## config.mk

```make
export PLATFORM = sky130hd
export DESIGN_NAME = rst_sleep_ctrl
export DESIGN_NICKNAME = d
export VERILOG_FILES = /design/src/rtl/rsc_pkg.sv /design/src/rtl/rsc_sync.sv /design/src/rtl/rsc_startup.sv /design/src/rtl/rsc_flags.sv /design/src/rtl/rst_sleep_ctrl.sv
export SDC_FILE = /design/constraint.sdc
export NUM_CORES = 1
export LEC_CHECK = 0
export ABC_AREA = 0
export CAP_MARGIN = 20
export CORE_ASPECT_RATIO = 1.1
export CORE_MARGIN = 4
export CORE_UTILIZATION = 42
export CTS_CLUSTER_DIAMETER = 30
export DETAILED_ROUTE_END_ITERATION = 10
export PLACE_DENSITY = 0.83
export SLEW_MARGIN = 40
export SYNTH_ARGS = -nofsm -noshare
export SYNTH_HDL_FRONTEND = slang
export SYNTH_SLANG_ARGS = --single-unit
```

## constraint.sdc

```tcl
create_clock -name clk -period 1.9 [get_ports clk]
set_input_delay 0.285 -clock clk [delete_from_list [all_inputs] [get_ports clk]]
set_output_delay 0.285 -clock clk [all_outputs]
set_load 0.1 [all_outputs]
```

## src/rtl/rsc_pkg.sv

```systemverilog
package rsc_pkg;

  typedef enum logic [2:0] {
    EV_NONE,
    EV_CLRWDT,
    EV_SLEEP,
    EV_MCLR_RUN,
    EV_MCLR_SLEEP,
    EV_WDT_RUN,
    EV_WDT_SLEEP
  } rsc_event_e;

  typedef struct packed {
    logic to;
    logic pd;
  } rsc_flags_t;

  // Watchdog beats master-clear, which beats the instruction strobes.
  function automatic rsc_event_e pick_event(input logic wdt, input logic mfall,
                                            input logic sleeping, input logic sl_ok,
                                            input logic cw_ok);
    if (wdt)   return sleeping ? EV_WDT_SLEEP : EV_WDT_RUN;
    if (mfall) return sleeping ? EV_MCLR_SLEEP : EV_MCLR_RUN;
    if (sl_ok) return EV_SLEEP;
    if (cw_ok) return EV_CLRWDT;
    return EV_NONE;
  endfunction

  function automatic rsc_flags_t next_flags(input rsc_event_e ev, input rsc_flags_t cur);
    rsc_flags_t n;
    case (ev)
      EV_CLRWDT:     n = '{to: 1'b1, pd: 1'b1};
      EV_SLEEP:      n = '{to: 1'b1, pd: 1'b0};
      EV_MCLR_SLEEP: n = '{to: 1'b1, pd: 1'b0};
      EV_WDT_RUN:    n = '{to: 1'b0, pd: 1'b1};
      EV_WDT_SLEEP:  n = '{to: 1'b0, pd: 1'b0};
      default:       n = cur;
    endcase
    return n;
  endfunction

endpackage

```

## src/rtl/rsc_sync.sv

```systemverilog
module rsc_sync #(
  parameter int STAGES = 2
) (
  input  logic clk,
  input  logic rst_n,
  input  logic d,
  output logic q
);
  logic [STAGES-1:0] chain;

  always_ff @(posedge clk or negedge rst_n) begin
    if (!rst_n) chain <= '0;
    else        chain <= {chain[STAGES-2:0], d};
  end

  assign q = chain[STAGES-1];
endmodule

```

## src/rtl/rsc_startup.sv

```systemverilog
module rsc_startup #(
  parameter int TICKS = 18
) (
  input  logic clk,
  input  logic por_n,
  input  logic pin_ok,
  input  logic tick,
  output logic hold
);
  localparam int CW = $clog2(TICKS + 1);
  localparam logic [CW-1:0] LAST = CW'(TICKS);

  logic [CW-1:0] cnt;

  always_ff @(posedge clk or negedge por_n) begin
    if (!por_n)                      cnt <= '0;
    else if (pin_ok && tick && hold) cnt <= cnt + 1'b1;
  end

  assign hold = (cnt != LAST);
endmodule

```

## src/rtl/rsc_flags.sv

```systemverilog
module rsc_flags
  import rsc_pkg::*;
(
  input  logic clk,
  input  logic por_n,
  input  logic wdt_timeout,
  input  logic mclr_fall,
  input  logic sleep_req,
  input  logic clrwdt_req,
  input  logic in_reset,
  output logic to_flag,
  output logic pd_flag,
  output logic asleep,
  output logic sleep_acc,
  output logic clr_acc
);
  rsc_flags_t flags;
  rsc_event_e ev;
  logic       sleeping;
  logic       blocked;

  assign blocked   = in_reset | sleeping | wdt_timeout | mclr_fall;
  assign sleep_acc = sleep_req & ~blocked;
  assign clr_acc   = clrwdt_req & ~blocked & ~sleep_req;
  assign ev        = pick_event(wdt_timeout, mclr_fall, sleeping, sleep_acc, clr_acc);

  always_ff @(posedge clk or negedge por_n) begin
    if (!por_n) begin
      flags    <= '{to: 1'b1, pd: 1'b1};
      sleeping <= 1'b0;
    end else begin
      flags <= next_flags(ev, flags);
      if (ev == EV_SLEEP)                sleeping <= 1'b1;
      else if (wdt_timeout || mclr_fall) sleeping <= 1'b0;
    end
  end

  assign to_flag = flags.to;
  assign pd_flag = flags.pd;
  assign asleep  = sleeping;
endmodule

```

## src/rtl/rst_sleep_ctrl.sv

```systemverilog
module rst_sleep_ctrl #(
  parameter int START_TICKS = 18,
  parameter int PC_W        = 11,
  parameter int DIR_W       = 8,
  parameter int SYNC_STAGES = 2
) (
  input  logic             clk,
  input  logic             por_n,
  input  logic             mclr_n,
  input  logic             slow_tick,
  input  logic             wdt_timeout,
  input  logic             sleep_req,
  input  logic             clrwdt_req,
  output logic             core_rst,
  output logic             core_clk_en,
  output logic             asleep,
  output logic             wdt_clr,
  output logic             to_flag,
  output logic             pd_flag,
  output logic [PC_W-1:0]  pc_rst_val,
  output logic [DIR_W-1:0] dir_rst_val,
  output logic [2:0]       status_hi_rst
);
  logic mclr_s;
  logic mclr_prev;
  logic mclr_fall;
  logic startup_hold;
  logic rst_q;
  logic sleep_acc;
  logic clr_acc;

  rsc_sync #(.STAGES(SYNC_STAGES)) u_sync (
    .clk(clk), .rst_n(por_n), .d(mclr_n), .q(mclr_s)
  );

  always_ff @(posedge clk or negedge por_n) begin
    if (!por_n) mclr_prev <= 1'b0;
    else        mclr_prev <= mclr_s;
  end
  assign mclr_fall = mclr_prev & ~mclr_s;

  rsc_startup #(.TICKS(START_TICKS)) u_start (
    .clk(clk), .por_n(por_n), .pin_ok(mclr_s), .tick(slow_tick), .hold(startup_hold)
  );

  always_ff @(posedge clk or negedge por_n) begin
    if (!por_n) rst_q <= 1'b1;
    else        rst_q <= startup_hold | ~mclr_s | wdt_timeout;
  end

  rsc_flags u_flags (
    .clk(clk), .por_n(por_n), .wdt_timeout(wdt_timeout), .mclr_fall(mclr_fall),
    .sleep_req(sleep_req), .clrwdt_req(clrwdt_req), .in_reset(rst_q),
    .to_flag(to_flag), .pd_flag(pd_flag), .asleep(asleep),
    .sleep_acc(sleep_acc), .clr_acc(clr_acc)
  );

  assign core_rst      = rst_q;
  assign core_clk_en   = ~asleep;
  assign wdt_clr       = sleep_acc | clr_acc;
  assign pc_rst_val    = '1;
  assign dir_rst_val   = '1;
  assign status_hi_rst = 3'b000;
endmodule

```

# --- After elaboration in Yosys (flattened, before gate mapping) ---
# Cells that the tools add are included.
totals:
  input_bits: 7
  mem_count: 0
  wordCells: 57
  ff_bits: 12
  ram_bits: 0
  rom_bits: 0
  latchBits: 0
  output_inout_bits: 28
op_classes:
  n_reduce_logical: 6
  n_div: 0
  bitwise_logic: 14
  n_eq_ne: 6
  n_lt_le_gt_ge: 0
  mul: 0
  shifts: 0
  mux: 23
  add_sub_neg: 1
op_table:
  columns: ["op", "count"]
  rows:
  - ["$mux 3", 9]
  - ["$mux 1", 12]
  - ["$eq 3x3->1 const B", 3]
  - ["$pmux 2 s4", 1]
  - ["$or 1x1->1", 6]
  - ["$add 5x1->5 const B", 1]
  - ["$ne 5x5->1 const B", 1]
  - ["$and 1x1->1", 4]
  - ["$not 1->1", 4]
  - ["$reduce_bool 4->1", 1]
  - ["$eq 3x1->1 const B", 1]
  - ["$eq 3x2->1 const B", 1]
  - ["$logic_and 1x1->1", 2]
  - ["$mux 2", 1]
  - ["$reduce_bool 2->1", 1]
  - ["$reduce_or 2->1", 1]
  - ["$logic_or 1x1->1", 1]

# --- Longest topological paths before layout ---
# Gate-level depths: netlist (run 1).
logic_depth:
  ltp_word: 18
  ltp_mapped: 5
  ltp_nobuf: 5

# --- By module ---
# Synthesis (run 1) repeated with hierarchy kept, for this count alone.
hier_totals:
  cells_unflattened: 74
  area_unflattened_um2: 735.7
by_module_without_submodules:
  columns: ["module", "area_per_inst_um2", "cells_per_inst", "seq_area_each_um2", "n_inst"]
  rows:
  - ["rsc_startup", 257.7, 23, 125.1, 1]
  - ["rst_sleep_ctrl", 250.2, 30, 51.3, 1]
  - ["rsc_flags", 177.7, 19, 77.6, 1]
  - ["rsc_sync", 50.0, 2, 50.0, 1]

# --- Least setup slack after synthesis (run 1) ---
# OpenSTA, ideal clock, no wires.
synth_path:
  path_type: "reg2out"
  start: "register u_flags.sleeping, in the netlist u_flags.asleep"
  end: "output port wdt_clr"
  stages_incl_launch_ff: 2
  arrival_time_ps: 3825
  path_slack_ps: -2210
  required_ps: 1615
  path_buffers: 0
  cell_sequence: "dfrtp_1 nor4_1"
synth_between:
  elab_chain_len: 7
  word_cells_on_any_way: 8
  classes_between: "bitwise (8)"
synth_rtl:
  columns: ["item", "line", "rtl"]
  rows:
  - ["start, declared", "rsc_flags.sv:19", "logic sleeping;"]
  - ["start signal, assigned", "rsc_flags.sv:30", "sleeping <= 1'b0;"]
  - ["start signal, assigned", "rsc_flags.sv:33", "if (ev == EV_SLEEP) sleeping <= 1'b1;"]
  - ["start signal, assigned", "rsc_flags.sv:34", "else if (wdt_timeout || mclr_fall) sleeping <= 1'b0;"]
  - ["$or 1x1->1 * (3 in a row)", "rsc_flags.sv:22", "assign blocked = in_reset | sleeping | wdt_timeout | mclr_fall;"]
  - ["$not 1->1 *", "rsc_flags.sv:23, rsc_flags.sv:24", null]
  - ["$and 1x1->1 (2 in a row)", "rsc_flags.sv:24", "assign clr_acc = clrwdt_req & ~blocked & ~sleep_req;"]
  - ["$or 1x1->1 *", "rst_sleep_ctrl.sv:60", "assign wdt_clr = sleep_acc | clr_acc;"]
  - ["end, declared", "rst_sleep_ctrl.sv:17", "output logic wdt_clr,"]
# Every way passes the cells marked *; elsewhere a longest branch is shown, timed or not.

# --- Worst setup path after layout (run 1) ---
layout_path:
  start: "register u_sync.chain[1]"
  end: "output port wdt_clr"
layout_between:
  elab_chain_len: 7
  word_cells_on_any_way: 8
  classes_between: "bitwise (8)"
layout_rtl:
  columns: ["item", "line", "rtl"]
  rows:
  - ["start, declared", "rsc_sync.sv:9", "logic [STAGES-1:0] chain;"]
  - ["start signal, assigned", "rsc_sync.sv:13", "else chain <= {chain[STAGES-2:0], d};"]
  - ["$not 1->1 *", "rst_sleep_ctrl.sv:40", "assign mclr_fall = mclr_prev & ~mclr_s;"]
  - ["$and 1x1->1 *", "rst_sleep_ctrl.sv:40", null]
  - ["$or 1x1->1 *", "rsc_flags.sv:22", null]
  - ["$not 1->1 *", "rsc_flags.sv:23, rsc_flags.sv:24", null]
  - ["$and 1x1->1 (2 in a row)", "rsc_flags.sv:24", null]
  - ["$or 1x1->1 *", "rst_sleep_ctrl.sv:60", null]
# Marks and branches as above.

==> results.txt, run 1 <==
----------------------------------------------------
[Worst setup path]
  Data required time of the worst path ... 1620 ps
  Crit path DAT ... 1450 ps
  Largest fanout on the critical path ... 5
  Classification of the worst setup path ... reg -> out
  Type of origin of the critical path ... flop
  Kind of end point of the critical path ... output pin
  Flop-to-flop setup slack ... 600 ps

[Global routing]
  Number of global-route vias before repair ... 433
  Total gr overflow ... 0
  Global Route Usage Sum ... 10.4%
  Global-route wire length before repair ... 1.77 mm
  Number of antenna violations at the first check in global routing ... 0
  Maximum number of pins on one net before global-route repair ... 13

[Logic synthesis]
  Fraction of registers with async set/reset ... 100%
  EDFF count, synth ... 0
  Flops & latches, synth ... 12
  Seq/Total Area, Yosys ... 42.4%
  Synthesized instance count ... 69
  Post-Syn Area per Cell ... 10.4 um^2
  Synthesized cell area ... 717 um^2
  Number of warnings reported in the yosys synthesis log ... 0
  Number of unique standard cell types used by synthesis ... 25
  Flip-flop cell with the highest count after synthesis ... dfrtp_1

[Clock network]
  Hold Buf Count CTS ... 0
  Clock root buffer ... clkbuf_4
  Clock net sink count ... 12
  Number of buffers added by the clock tree synthesis step ... 3
  CTS tree ... yes
  Skew-Pair Late Insertion Delay ... 270 ps
  H-tree depth ... 1
  Register clock-pin slew on the reported worst setup and hold paths ... 70 ps
  Gates resized, CTS repair ... 0
  Post-CTS setup buffer count ... 0
  Buffers from clock root to sink, at most ... 2

[Floorplan]
  Effective utilization at floorplan ... 44.9%
  Die Wd ... 47.4 um
  Overall die height ... 51.3 um
  Full die area ... 2430 um^2
  Standard-cell rows ... 15
  Core box area ... 1600 um^2
  I/O pin count ... 35

[Pwr]
  Leak ... 0.000405 uW
  Overall power ... 861 uW
  Worst ir drop on vdd ... 0.569 mV
  Power per unit of standard cell area ... 969 nW/um^2

[Timing]
  Setup repair after global routing missed its margin ... false
  Final cycle utilization of the critical path ... 91.3%
  Final period demand of the worst path ... 1730 ps
  Worst setup skew after layout ... 4.62 ps
  Worst-Margin Slew ... 508 ps
  Max Freq ... 577 MHz
  Hold Fails Final Rpt ... 0
  Number of max-slew violations in the final report ... 0
  Slew headroom ... 66.0%
  Total setup violations reported at the end of the flow ... 0

[Detailed routing]
  Routed length per placed instance ... 11.0 um
  Routed Antenna Nets ... 0
  DR vias ... 449
  Pre-antenna DRT Iters ... 3
  Via density per instance ... 4.45
  Detailed-route DRC error count ... 0
  Number of violations reported at the end of detailed-routing iteration 0 ... 3
  Total routed wirelength ... 1.12 mm

[Layout]
  Number of diodes ... 0
  Area used by sequential logic in the layout ... 308 um^2
  Commonest cells after routing, fill and taps aside ... conb_1 (22), dfrtp_1 (8), clkdlybuf4s50_1 (6), buf_12 (6)
  Final non-filler cell total ... 101
  Commonest non-fill, non-tap cell in the layout ... conb_1
  Share of layout cells above drive strength 1 ... 23.8%
  Multi-input combinational cell area ... 334 um^2
  Filler cell count ... 145
  Post-layout nets ... 94
  Utilization of the core after routing ... 55.7%
  Area delta synth->final ... 23.9%

[Place]
  Routability-driven placement congestion ratio ... 0.747
  Placed instance count ... 97
  Count of input and output buffers ... 12
  Estimated wirelength of the detail-placed design ... 958 um

[Hold path]
  Worst min path class ... in -> async

[Flow run]
  Max-capacitance violation count ... 0

[Status]
  Result of the run ... finished clean

----------------------------------------------------
## metrics by stage
step	worst slack [ps]	TNS [ps]	hold slack [ps]	area, um^2
floorplan	-101	-101	-10.6	818
global placement	200	0	333	862
detailed placement	159	0	340	862
CTS	135	0	356	888
global route	29.4	0	374	888
finish	166	0	352	888
## cell families (layout without fill, tap and decap cells)
group	count (synthesis)	count (layout)	share of synthesized area, %
AND/OR/NAND/NOR	16	16	15.5
adder cells (fa/ha/maj)	2	2	3.49
other	2	22	1.05
buffers and inverters	25	20	24.6
flip-flops	12	12	42.4
multiplexers	1	1	1.40
AO/OA/AOI/OAI	7	7	6.63
XOR/XNOR	4	4	4.89
## per-layer routing
layer,vias up,wire [um],track usage [%]
li1,216,-,-
met1,209,378,10.8
met2,22,607,17.6
met3,2,125,2.11
met4,0,6,6.91
met5,-,0,0
## synth_stat cells, drive strengths merged, types with 2 or more instances
cell type | n | share of area [%]
conb | 2 | 1.0
ha | 2 | 3.5
a21oi | 2 | 1.4
dfstp | 3 | 11
nor2 | 2 | 1.0
nand3 | 3 | 2.1
nand2b | 2 | 1.7
nand2 | 3 | 1.6
nor3b | 2 | 2.8
inv | 3 | 1.6
buf | 22 | 23
dfrtp | 9 | 31
xnor2 | 3 | 3.7
## area by class of cell
type                            count  share of cell area [%]
Multi-Input combinational cell     52                    37.6
Sequential cell                    12                    34.6
Timing Repair Buffer               13                    21.1
Clock buffer                        4                    2.96
Tap cell                           17                    2.39
Inverter                            3                    1.27
## registers in the layout, indices dropped and copies added (netlist names)
| signal | cells |
|---|---|
| u_flags.to_flag | 1 |
| u_flags.asleep | 1 |
| u_start.cnt | 5 |
| mclr_prev | 1 |
| u_sync.chain | 2 |
| core_rst | 1 |
| u_flags.pd_flag | 1 |
## worst max-delay path: stages (launching register included)
cell      delay [ps]
dfrtp_1          390
nand2b_4         160
nand2_1          100
nor4_4           310
buf_12           210
## worst paths after layout
kind	to	depth (start not counted)	startpoint
setup / recovery	wdt_clr	4	u_sync.chain[1]$_DFF_PN0_
hold / removal	u_start.cnt[0]$_DFFE_PN0P_	1	por_n
setup reg to reg	u_start.cnt[2]$_DFFE_PN0P_	5	u_start.cnt[0]$_DFFE_PN0P_
hold reg to reg	u_sync.chain[1]$_DFF_PN0_	0	u_sync.chain[0]$_DFF_PN0_
max in group asynchronous	u_flags.asleep$_DFFE_PN0P_	1	por_n
min in group clk	u_sync.chain[1]$_DFF_PN0_	0	u_sync.chain[0]$_DFF_PN0_
## power by group
| group | switching (uW) | leakage [uW] | internal, uW |
|---|---|---|---|
| Combinational | 257 | 0.000251 | 84.4 |
| Clock | 77.5 | 0.0000150 | 81.2 |
| Sequential | 48.3 | 0.000140 | 312 |
| Total | 383 | 0.000405 | 478 |
(Power assumes the default switching activity.)
==> run 2, diff against run 1 <==
--- a/config.mk
+++ b/config.mk
@@ -6,12 +6,12 @@
 export NUM_CORES = 1
 export LEC_CHECK = 0
 export ABC_AREA = 0
-export CAP_MARGIN = 20
 export CORE_ASPECT_RATIO = 1.1
 export CORE_MARGIN = 4
 export CORE_UTILIZATION = 42
 export CTS_CLUSTER_DIAMETER = 30
 export DETAILED_ROUTE_END_ITERATION = 10
+export GPL_ROUTABILITY_DRIVEN = 0
 export PLACE_DENSITY = 0.83
 export SLEW_MARGIN = 40
 export SYNTH_ARGS = -nofsm -noshare
==> results of run 2 <==
The final DEF is identical to that of run 1; final timing and power are the same.
